File: src/rtl/dct_pkg.sv
package dct_pkg;
  localparam int ADDR_W = 3;
  typedef enum logic [ADDR_W-1:0] {
    RA_MODE  = 3'd0,
    RA_COUNT = 3'd1,
    RA_CAPA  = 3'd2,
    RA_CAPB  = 3'd3,
    RA_STAT  = 3'd4
  } reg_addr_e;
  localparam int MODE_EN_BIT  = 0;
  localparam int MODE_CLR_BIT = 1;
  localparam int STAT_DONE_BIT = 0;
endpackage

File: src/rtl/dct_edge_sync.sv
module dct_edge_sync #(
  parameter int STAGES = 2
) (
  input  logic clk,
  input  logic rst,
  input  logic din,
  output logic rise_o
);
  // pipe[0..STAGES-1] synchroniser, pipe[STAGES] previous sample
  logic [STAGES:0] pipe;

  always_ff @(posedge clk) begin
    if (rst) pipe <= '0;
    else     pipe <= {pipe[STAGES-1:0], din};
  end

  assign rise_o = pipe[STAGES-1] & ~pipe[STAGES];
endmodule

File: src/rtl/dct_counter.sv
module dct_counter #(
  parameter int CNT_W = 16
) (
  input  logic             clk,
  input  logic             rst,
  input  logic             clr,
  input  logic             en,
  input  logic             tick,
  output logic [CNT_W-1:0] count_o
);
  always_ff @(posedge clk) begin
    if (rst)             count_o <= '0;
    else if (clr)        count_o <= '0;
    else if (en && tick) count_o <= count_o + 1'b1;
  end
endmodule

File: src/rtl/dct_hold_reg.sv
module dct_hold_reg #(
  parameter int CNT_W = 16
) (
  input  logic             clk,
  input  logic             rst,
  input  logic             load,
  input  logic [CNT_W-1:0] din,
  output logic [CNT_W-1:0] q
);
  always_ff @(posedge clk) begin
    if (rst)       q <= '0;
    else if (load) q <= din;
  end
endmodule

File: src/rtl/dual_edge_capture_timer.sv
module dual_edge_capture_timer
  import dct_pkg::*;
#(
  parameter int CNT_W       = 16,
  parameter int SYNC_STAGES = 2
) (
  input  logic              clk,
  input  logic              rst,
  input  logic              tick,
  input  logic              cap_a_in,
  input  logic              cap_b_in,
  input  logic [ADDR_W-1:0] reg_addr,
  input  logic              reg_wr,
  input  logic [CNT_W-1:0]  reg_wdata,
  output logic [CNT_W-1:0]  reg_rdata,
  output logic              irq
);
  localparam int NUM_IN = 2;

  logic [NUM_IN-1:0] raw_in, rise;
  logic [CNT_W-1:0]  count;
  logic [CNT_W-1:0]  hold [NUM_IN];
  logic              en_q, stat_q;
  logic              mode_wr, stat_wr, clr_pulse, stat_clr;
  logic              edge_a, edge_b;
  logic [CNT_W-1:0]  cap_a, cap_b;

  assign raw_in = {cap_b_in, cap_a_in};

  genvar gi;
  generate
    for (gi = 0; gi < NUM_IN; gi++) begin : g_chan
      dct_edge_sync #(.STAGES(SYNC_STAGES)) u_sync (
        .clk(clk), .rst(rst), .din(raw_in[gi]), .rise_o(rise[gi])
      );
      dct_hold_reg #(.CNT_W(CNT_W)) u_hold (
        .clk(clk), .rst(rst), .load(rise[gi]), .din(count), .q(hold[gi])
      );
    end
  endgenerate

  assign edge_a = rise[0];
  assign edge_b = rise[1];
  assign cap_a  = hold[0];
  assign cap_b  = hold[1];

  assign mode_wr   = reg_wr && (reg_addr == RA_MODE);
  assign stat_wr   = reg_wr && (reg_addr == RA_STAT);
  assign clr_pulse = mode_wr && reg_wdata[MODE_CLR_BIT];
  assign stat_clr  = stat_wr && reg_wdata[STAT_DONE_BIT];

  dct_counter #(.CNT_W(CNT_W)) u_counter (
    .clk(clk), .rst(rst), .clr(clr_pulse), .en(en_q), .tick(tick),
    .count_o(count)
  );

  always_ff @(posedge clk) begin
    if (rst) begin
      en_q   <= 1'b0;
      stat_q <= 1'b0;
      irq    <= 1'b0;
    end else begin
      if (mode_wr) en_q <= reg_wdata[MODE_EN_BIT];
      stat_q <= (stat_q && !stat_clr) || edge_b;
      irq    <= edge_b;
    end
  end

  always_ff @(posedge clk) begin
    if (rst) reg_rdata <= '0;
    else begin
      case (reg_addr)
        RA_MODE:  reg_rdata <= {{(CNT_W-1){1'b0}}, en_q};
        RA_COUNT: reg_rdata <= count;
        RA_CAPA:  reg_rdata <= cap_a;
        RA_CAPB:  reg_rdata <= cap_b;
        RA_STAT:  reg_rdata <= {{(CNT_W-1){1'b0}}, stat_q};
        default:  reg_rdata <= '0;
      endcase
    end
  end
endmodule

File: config.mk
export PLATFORM = sky130hd
export DESIGN_NAME = dual_edge_capture_timer
export DESIGN_NICKNAME = d
export VERILOG_FILES = /design/src/rtl/dct_pkg.sv /design/src/rtl/dct_edge_sync.sv /design/src/rtl/dct_counter.sv /design/src/rtl/dct_hold_reg.sv /design/src/rtl/dual_edge_capture_timer.sv
export SDC_FILE = /design/constraint.sdc
export NUM_CORES = 1
export LEC_CHECK = 0
export ABC_AREA = 0
export BUFFER_PORTS_ARGS = -buffer_cell sky130_fd_sc_hd__buf_2
export CORE_MARGIN = 2
export CORE_UTILIZATION = 56
export DETAILED_ROUTE_END_ITERATION = 8
export PLACE_DENSITY = 0.83
export REMOVE_ABC_BUFFERS = 1
export SLEW_MARGIN = 0
export SYNTH_ARGS = -nofsm -noshare
export SYNTH_HDL_FRONTEND = slang
export SYNTH_SLANG_ARGS = --single-unit
File: constraint.sdc
create_clock -name clk -period 2 [get_ports clk]
set_input_delay 0 -clock clk [delete_from_list [all_inputs] [get_ports clk]]
set_output_delay 0 -clock clk [all_outputs]
set_load 0.005 [all_outputs]
* Word-level counts from Yosys, hierarchy flattened *
Cells that the tools add are included.

storage, ports and cells
  input port bits = 25
  output and inout port bits = 17
  word-level logic and storage cells = 29
  flip-flop bits (word level) = 73

operators by class
  equal/unequal tests = 4
  bitwise logic cells = 4
  $add $sub $neg = 1
  reductions and logical operators = 10
  mux-type cells = 1

operators with widths
  operator                                        number
  one-hot mux 16 bit (5 select lines)             1
  adder 16 x 1 -> 16 bit (second input constant)  1
  == test 3 x 2 -> 1 bit (second input constant)  2
  logical AND 1 bit                               6
  == test 3 x 1 -> 1 bit (second input constant)  1
  == test 3 bit (second input constant)           1
  logical NOT 3 bit                               1
  AND 1 bit                                       2
  inverter 1 bit                                  2
  OR reduction 2 bit                              1
  logical NOT 1 bit                               1
  logical OR 1 bit                                1

* Logic depth before layout (Yosys ltp) *
Gate-level depths: netlist (run 1).

  word-level depth = 6
  gate-level depth with buffers = 6
  depth with buffers taken out = 5

* Modules after synthesis *
From an unflattened synthesis (run 1), not the netlist that was laid out.

second synthesis, totals
  cells, all modules = 294
  area, all modules = 3007.9 µm²

modules (own cells, without submodules)
  module                   area each (µm²)  cells an instance  instances
  dct_hold_reg             580.6            52                 2
  dual_edge_capture_timer  905.9            91                 1
  dct_counter              765.7            85                 1
  dct_edge_sync            87.6             7                  2

* Least setup slack after synthesis (run 1) *
Ideal clock, no wire load.

  kind = register to register
  start point = register u_counter.count_o[0]
  end point = register u_counter.count_o[10]
  stages on the path, launching flop included = 7
  path slack = 511 ps
  data arrival time = 1430 ps
  library setup time = 59 ps
  clock period less this slack = 1489 ps
  path through = dfxtp_1 ha_1 and3_1 buf_2 nand3_2 or4_1 nand2_1

on the way
  cells in the longest elaborated chain, start to end = 1

RTL lines
  what                    RTL line           text
  from (decl)             dct_counter.sv:9   output logic [CNT_W-1:0] count_o
  from (signal assigned)  dct_counter.sv:14  else if (en && tick) count_o <= count_o + 1'b1;
  adder 16 x 1 -> 16 bit  dct_counter.sv:14

Every way passes these cells.
A chain may end at the register's enable or synchronous reset.

* Worst setup path after layout (run 1) *
Ends and elaborated chain as after synthesis.

==> results of run 1 <==
[through the flow]
stage	area, sq um	setup slack (ns)	hold WS [ns]
global placement	3040	0.386	0.213
detailed placement	3040	0.372	0.220
floorplan	2760	0.513	0.0691
CTS	3230	0.353	0.00200
global route	3230	0.222	0.00860
finish	3230	0.358	0.0221
[sequential cells by signal, indices dropped and copies added, names as in the netlist]
name / flops
stat_q: 1
u_counter.count_o: 16
en_q: 1
g_chan.u_sync.pipe: 6
irq: 1
g_chan.u_hold.q: 32
reg_rdata: 16
[cells in the final DEF, fill, tap and decap left out, types with 5 or more instances in the layout]
cell type	instances
buf_4	8
dlygate4sd3_1	5
a21oi_1	40
mux2_2	16
xor2_1	8
nor2_1	26
nand2_1	74
clkbuf_8	9
dfxtp_1	73
nor2b_1	10
a22oi_1	16
buf_2	27
nand4_1	6
[power groups by stage]
stage | combinational [mW] | clock (mW) | sequential, mW
finish | 0.117 | 0.914 | 1.46
detailed placement | 0.109 | 0 | 1.50
global placement | 0.107 | 0 | 1.50
CTS | 0.116 | 0.935 | 1.46
floorplan | 0.0393 | 0 | 1.50
global route | 0.127 | 0.987 | 1.46
[cell type report]
| class | instances | area, sq um | share of cell area |
|---|---|---|---|
| tap | 70 | 87.6 | 0.0271 |
| inverter | 2 | 7.51 | 0.00232 |
| clock inverter | 1 | 5.00 | 0.00155 |
| timing repair buffer | 40 | 245 | 0.0759 |
| clock buffer | 13 | 139 | 0.0430 |
| sequential | 73 | 1460 | 0.452 |
| multi-input combinational | 229 | 1290 | 0.398 |
[repair_timing]
| action | in CTS | in global routing |
|---|---|---|
| gates resized for setup | 0 | 0 |
| hold endpoints to repair | 5 | 0 |
| hold buffers | 5 | 0 |
[per-layer routing]
layer | GRT usage | share of wire | wire length, microns | vias to the layer above
li1 | - | - | - | 1160
met1 | 0.272 | 0.43 | 2500 | 1115
met3 | 0.0595 | 0.060 | 346 | 7
met2 | 0.366 | 0.49 | 2840 | 57
met4 | 0.0955 | 0.011 | 64 | 0
met5 | 0 | 0 | 0 | -
[critical path, stage by stage, from the launching register on]
cell and delay [ns]:
dfxtp_1 0.43, ha_1 0.17, and3_1 0.27, nand3_2 0.16, or4_1 0.49, nand2_1 0.07
[kinds of logic after synthesis]
logic type	after synthesis	synth area share
simple gates	136	0.214
xor+xnor	9	0.0273
flops	73	0.505
buf+inv	29	0.0502
mux	17	0.0657
fa+ha+maj	1	0.00432
compound gates	66	0.134
[path summary, 6_finish.rpt]
path,start,to,slack [ns]
min reg2reg,g_chan[1].u_sync.pipe[0]$_SDFF_PP0_,g_chan[1].u_sync.pipe[1]$_SDFF_PP0_,0.45
max reg2reg,u_counter.count_o[0]$_SDFFE_PP0P_,u_counter.count_o[10]$_SDFFE_PP0P_,0.36
max,u_counter.count_o[0]$_SDFFE_PP0P_,u_counter.count_o[10]$_SDFFE_PP0P_,0.36
min,reg_wdata[1],u_counter.count_o[9]$_SDFFE_PP0P_,0.02
==> impl_metrics.py, run 1 <==
metrics = {
    "sta": {
        "fin_tns_setup_ns": 0,
        "tightestPinTransition_ns": 0.761,
        "rsz0062_at_grt": "no",
        "fin_crit_sh": 0.821,
        "max_slew_margin": 0.492,
        "finalCriticalPeriod_ns": 1.64,
        "fin_skew_ns": 0.00483,
        "slew_viol_final": 0,
        "fmax_mhz": 609,
        "setup_viol": 0,
        "hold_viol": 0,
    },
    "pwr": {
        "combPwrFrac": 0.047,
        "p_clk_frac": 0.366,
        "total_power_mw": 2.50,
        "power.internal_mw": 1.94,
        "p_sw_mw": 0.559,
        "switching_share": 0.224,
        "pwr-share-seq": 0.587,
        "p_leak_nw": 1.20,
        "peakVddDrop_mv": 0.516,
        "cellPowerDensity_nw_per_um2": 772,
    },
    "clock_network": {
        "tritoncts": "yes",
        "root_buffer": "clkbuf_8",
        "cts_setup_buffers": 0,
        "cts_buffers": 9,
        "clkTransAtPathRegs_ns": 0.07,
        "cts_sinks": 73,
        "clk_latency_ns": 0.34,
        "cts_buffer_depth": 2,
        "htreeDepth": 3,
    },
    "layout": {
        "nFillCells": 431,
        "final_cells": 428,
        "nets": 381,
        "finish.utilization": 0.641,
        "antennaDiodeCount": 0,
        "drive_gt1_frac": 0.182,
        "syn2layout_area_growth_pct": 11.7,
    },
    "floorplan": {
        "die-height_microns": 75.9,
        "pin_count": 42,
        "num_rows": 26,
        "core-area_sq_um": 5040,
        "die_w_microns": 75.9,
        "die_area_sq_um": 5760,
        "start_util": 0.574,
    },
    "job": {
        "cap_violations": 0,
    },
    "critical_path": {
        "path_class": "reg -> reg",
        "end_kind": "flip-flop",
        "cp.required_ns": 2.29,
        "cp.arrival_ns": 1.93,
        "cp-start-kind": "flip-flop",
        "r2r_cells": 5,
        "crit_fanout": 6,
    },
    "drt": {
        "ant_nets": 0,
        "dr.pass1.iters": 4,
        "wl_per_cell_microns": 13.4,
        "dr.first_iter.drc_count": 173,
        "post-route-drc-count": 0,
        "avgViaCountPerCell": 5.46,
        "wl_mm": 5.75,
        "vias": 2339,
    },
    "grt": {
        "grt_pass1_wl_mm": 9.43,
        "grt_max_degree": 26,
        "grt_use_total": 0.222,
        "overflow": 0,
        "grt_pass1_vias": 2099,
        "antenna_found_initial": 0,
    },
    "yosys": {
        "synth.largest_area_cell": "dfxtp_1",
        "synth_area_sq_um": 2890,
        "synth_top_area_frac": 0.505,
        "yosys-top-cells-count": "nand2_1, dfxtp_1, a21oi_1",
        "synth_cells": 331,
        "synth_flop_cell": "dfxtp_1",
        "synth_edf_count": 0,
        "yosys_warnings": 0,
        "synth_cell_type_count": 33,
        "synth.area.top_cells": "dfxtp_1, nand2_1, a21oi_1, mux2_2, a22oi_1",
        "ys_seq_area_frac": 0.505,
        "synth_area_per_cell_sq_um": 8.74,
        "async_reset_ff_frac": 0,
        "ys_seq_elements": 73,
        "synth_most_common_cell": "nand2_1",
    },
    "placed_design": {
        "numPortBuffers": 27,
        "place.gp.congestion": 0.786,
        "place_inst": 409,
        "detailed_place_hpwl_mm": 3.63,
    },
    "hold_path": {
        "whs_path_depth": 4,
        "hold_path_class": "in -> reg",
    },
    "run_status": {
        "status": "completed",
    },
}
Note: power is estimated with default switching activity, not from simulation.
==> run 2: changes to the inputs <==
--- a/config.mk
+++ b/config.mk
@@ -5,7 +5,7 @@
 export SDC_FILE = /design/constraint.sdc
 export NUM_CORES = 1
 export LEC_CHECK = 0
-export ABC_AREA = 0
+export ABC_AREA = 1
 export BUFFER_PORTS_ARGS = -buffer_cell sky130_fd_sc_hd__buf_2
 export CORE_MARGIN = 2
 export CORE_UTILIZATION = 56
==> constraint.sdc (replaced) <==
create_clock -name clk -period 1.7 [get_ports clk]
set_input_delay 0 -clock clk [delete_from_list [all_inputs] [get_ports clk]]
set_output_delay 0 -clock clk [all_outputs]
set_load 0.005 [all_outputs]
==> run 2 against run 1 <==
  * First-iteration DRC count down 10%
  * Critical path type is now in -> reg
  * Via count up 12%
  * Sequential power up 22%
  * Core utilization up 3.3 points
  * Synthesized cell count up 18%
  * Largest cell class unchanged
  * Critical endpoint is now en_q$_SDFFE_PP0P_
  * Final cell count up 18%
==> impl_metrics.py, run 2 <==
metrics = {
    "clock_network": {
        "root_buffer": "clkbuf_8",
        "clkTransAtPathRegs_ns": 0.07,
        "htreeDepth": 3,
        "cts_buffer_depth": 2,
        "cts_sinks": 73,
        "clk_latency_ns": 0.35,
        "cts_buffers": 9,
        "tritoncts": "yes",
    },
    "layout": {
        "multi_input_area_sq_um": 1260,
        "final_common_cell": "dfxtp_1",
        "final_cell_area_sq_um": 3460,
        "drive_gt1_frac": 0.196,
        "antennaDiodeCount": 0,
        "syn2layout_area_growth_pct": 15.0,
        "largest-register": "g_chan.u_hold.q",
        "nFillCells": 445,
        "nets": 455,
        "regArea_sq_um": 1460,
        "top_regs": "g_chan.u_hold.q: 32 flops, reg_rdata: 16 flops, u_counter.count_o: 16 flops",
        "final_cell_mix": "dfxtp_1, nand2_1, inv_1",
        "largest_reg_flops": 32,
    },
    "placed_design": {
        "detailed_place_hpwl_mm": 3.74,
        "preCtsSetupSlack_ns": 0.319,
        "place.gp.congestion": 0.883,
        "dpl-instance-area_sq_um": 3190,
        "numPortBuffers": 27,
    },
    "grt": {
        "overflow": 0,
        "grt_use_total": 0.212,
        "antenna_found_initial": 0,
        "grt_max_degree": 32,
        "grt_pass1_vias": 2353,
        "grt_pass1_wl_mm": 10.1,
    },
    "yosys": {
        "async_reset_ff_frac": 0,
        "synth_most_common_cell": "dfxtp_1",
        "yosys-top-cells-count": "dfxtp_1, nand2_1, inv_1",
        "ys_seq_area_frac": 0.485,
        "synth_cell_type_count": 26,
        "synth_area_per_cell_sq_um": 7.72,
        "synth_edf_count": 0,
        "synth.largest_area_cell": "dfxtp_1",
        "synth_cells": 390,
        "synth_top_area_frac": 0.485,
        "synth_area_sq_um": 3010,
        "ys_seq_elements": 73,
        "synth_flop_cell": "dfxtp_1",
        "yosys_warnings": 0,
        "synth.area.top_cells": "dfxtp_1, nand2_1, a21oi_1, inv_1, o21ai_0",
    },
    "sta": {
        "max_slew_margin": 0.682,
        "fin_tns_setup_ns": 0,
        "setup_viol": 0,
        "fmax_mhz": 631,
        "holdWs_ns": 0.0717,
        "rsz0062_at_grt": "no",
        "fin_skew_ns": 0.00801,
        "worst_slack_ns": 0.114,
        "slew_viol_final": 0,
        "fin_crit_sh": 0.933,
        "finalCriticalPeriod_ns": 1.59,
        "tightestPinTransition_ns": 0.476,
        "hold_viol": 0,
    },
    "drt": {
        "avgViaCountPerCell": 5.21,
        "wl_mm": 6.08,
        "ant_nets": 0,
        "vias": 2627,
        "wl_per_cell_microns": 12.1,
        "dr.pass1.iters": 5,
        "dr.first_iter.drc_count": 155,
        "post-route-drc-count": 0,
    },
    "floorplan": {
        "core-area_sq_um": 5140,
        "pin_count": 42,
        "die_area_sq_um": 5980,
        "die_w_microns": 77.3,
        "num_rows": 26,
        "die-height_microns": 77.3,
        "start_util": 0.586,
    },
    "critical_path": {
        "cp-start-kind": "input pin",
        "critPathLaunch": "rst",
        "reg2reg_from": "g_chan[1].u_sync.pipe[1]$_SDFF_PP0_",
        "path_class": "in -> reg",
        "end_kind": "flip-flop",
        "cp.arrival_ns": 1.88,
        "crit_fanout": 24,
        "cp.required_ns": 1.99,
    },
    "hold_path": {
        "hp-start": "tick",
        "hold_path_class": "in -> reg",
    },
    "job": {
        "cap_violations": 0,
    },
    "run_status": {
        "status": "completed",
    },
    "pwr": {
        "cellPowerDensity_nw_per_um2": 917,
        "peakVddDrop_mv": 0.619,
        "p_leak_nw": 1.52,
        "total_power_mw": 3.17,
    },
}
[run 2: cell types whose count changed in the layout (fill, tap and decap cells not counted), sizes merged, moves of 16 or more]
| cell | before | now |
|---|---|---|
| a22oi | 16 | 0 |
| inv | 2 | 53 |
| mux2 | 16 | 0 |
| nor2 | 26 | 45 |
| o21ai | 4 | 38 |
[run 2: layer usage]
| layer | track usage | up-vias | wire length [microns] |
|---|---|---|---|
| li1 | - | 1326 | - |
| met5 | 0 | - | 0 |
| met3 | 0.0506 | 18 | 308 |
| met1 | 0.255 | 1219 | 2800 |
| met4 | 0.114 | 0 | 148 |
| met2 | 0.349 | 64 | 2820 |
[run 2: final timing paths]
kind / to / slack [ns] / cells past startpoint
worst min register to register: g_chan[1].u_sync.pipe[1]$_SDFF_PP0_ / 0.41 / 2
worst max register to register: stat_q$_SDFF_PP0_ / 0.22 / 6
worst min-delay path: u_counter.count_o[0]$_SDFFE_PP0P_ / 0.07 / 4
worst max-delay path: en_q$_SDFFE_PP0P_ / 0.11 / 7
[run 2: timing repair]
item	4_1_cts	5_1_grt
resized for setup	0	2
setup buffers	0	1
hold endpoints to repair	10	0
endpoints found under the setup margin	0	1
hold buffers	8	0
[run 2: layout make-up]
type | count | share of cell area
Sequential cell | 73 | 0.422
Tap cell | 70 | 0.0253
Clock inverter | 3 | 0.00434
Multi-Input combinational cell | 248 | 0.363
Inverter | 53 | 0.0575
Clock buffer | 13 | 0.0459
Timing Repair Buffer | 44 | 0.0820
[run 2: cell families (layout without fill, tap and decap cells)]
group | count (synthesis) | count (layout) | share of synthesized area
xor gates and xnor gates | 3 | 3 | 0.00873
AOI/OAI and AO/OA | 91 | 91 | 0.180
DFF | 73 | 73 | 0.485
and+or+nand+nor | 153 | 153 | 0.224
buffers and inverters | 69 | 113 | 0.0981
adders and majority gates | 1 | 1 | 0.00416
[run 2: worst max-delay path: stages]
cell and delay [ns]:
dlygate4sd3_1 0.54, buf_2 0.18, inv_2 0.09, buf_4 0.23
o21ai_0 0.12, a21oi_1 0.15, dlygate4sd3_1 0.58
[run 2: report_power, final]
group	switching [mW]	total, mW	internal, mW
Sequential	0.0229	1.78	1.76
Clock	0.602	1.20	0.603
Combinational	0.118	0.187	0.0697
Total	0.742	3.17	2.43
[run 2: stage by stage]
| step | utilization | cells |
|---|---|---|
| 2_1_floorplan | - | 374 |
| 3_3_place_gp | 0.620 | 478 |
| 3_5_place_dp | 0.620 | 478 |
| 4_1_cts | 0.670 | 502 |
| 5_1_grt | 0.674 | 504 |
| 6_report | 0.674 | 504 |
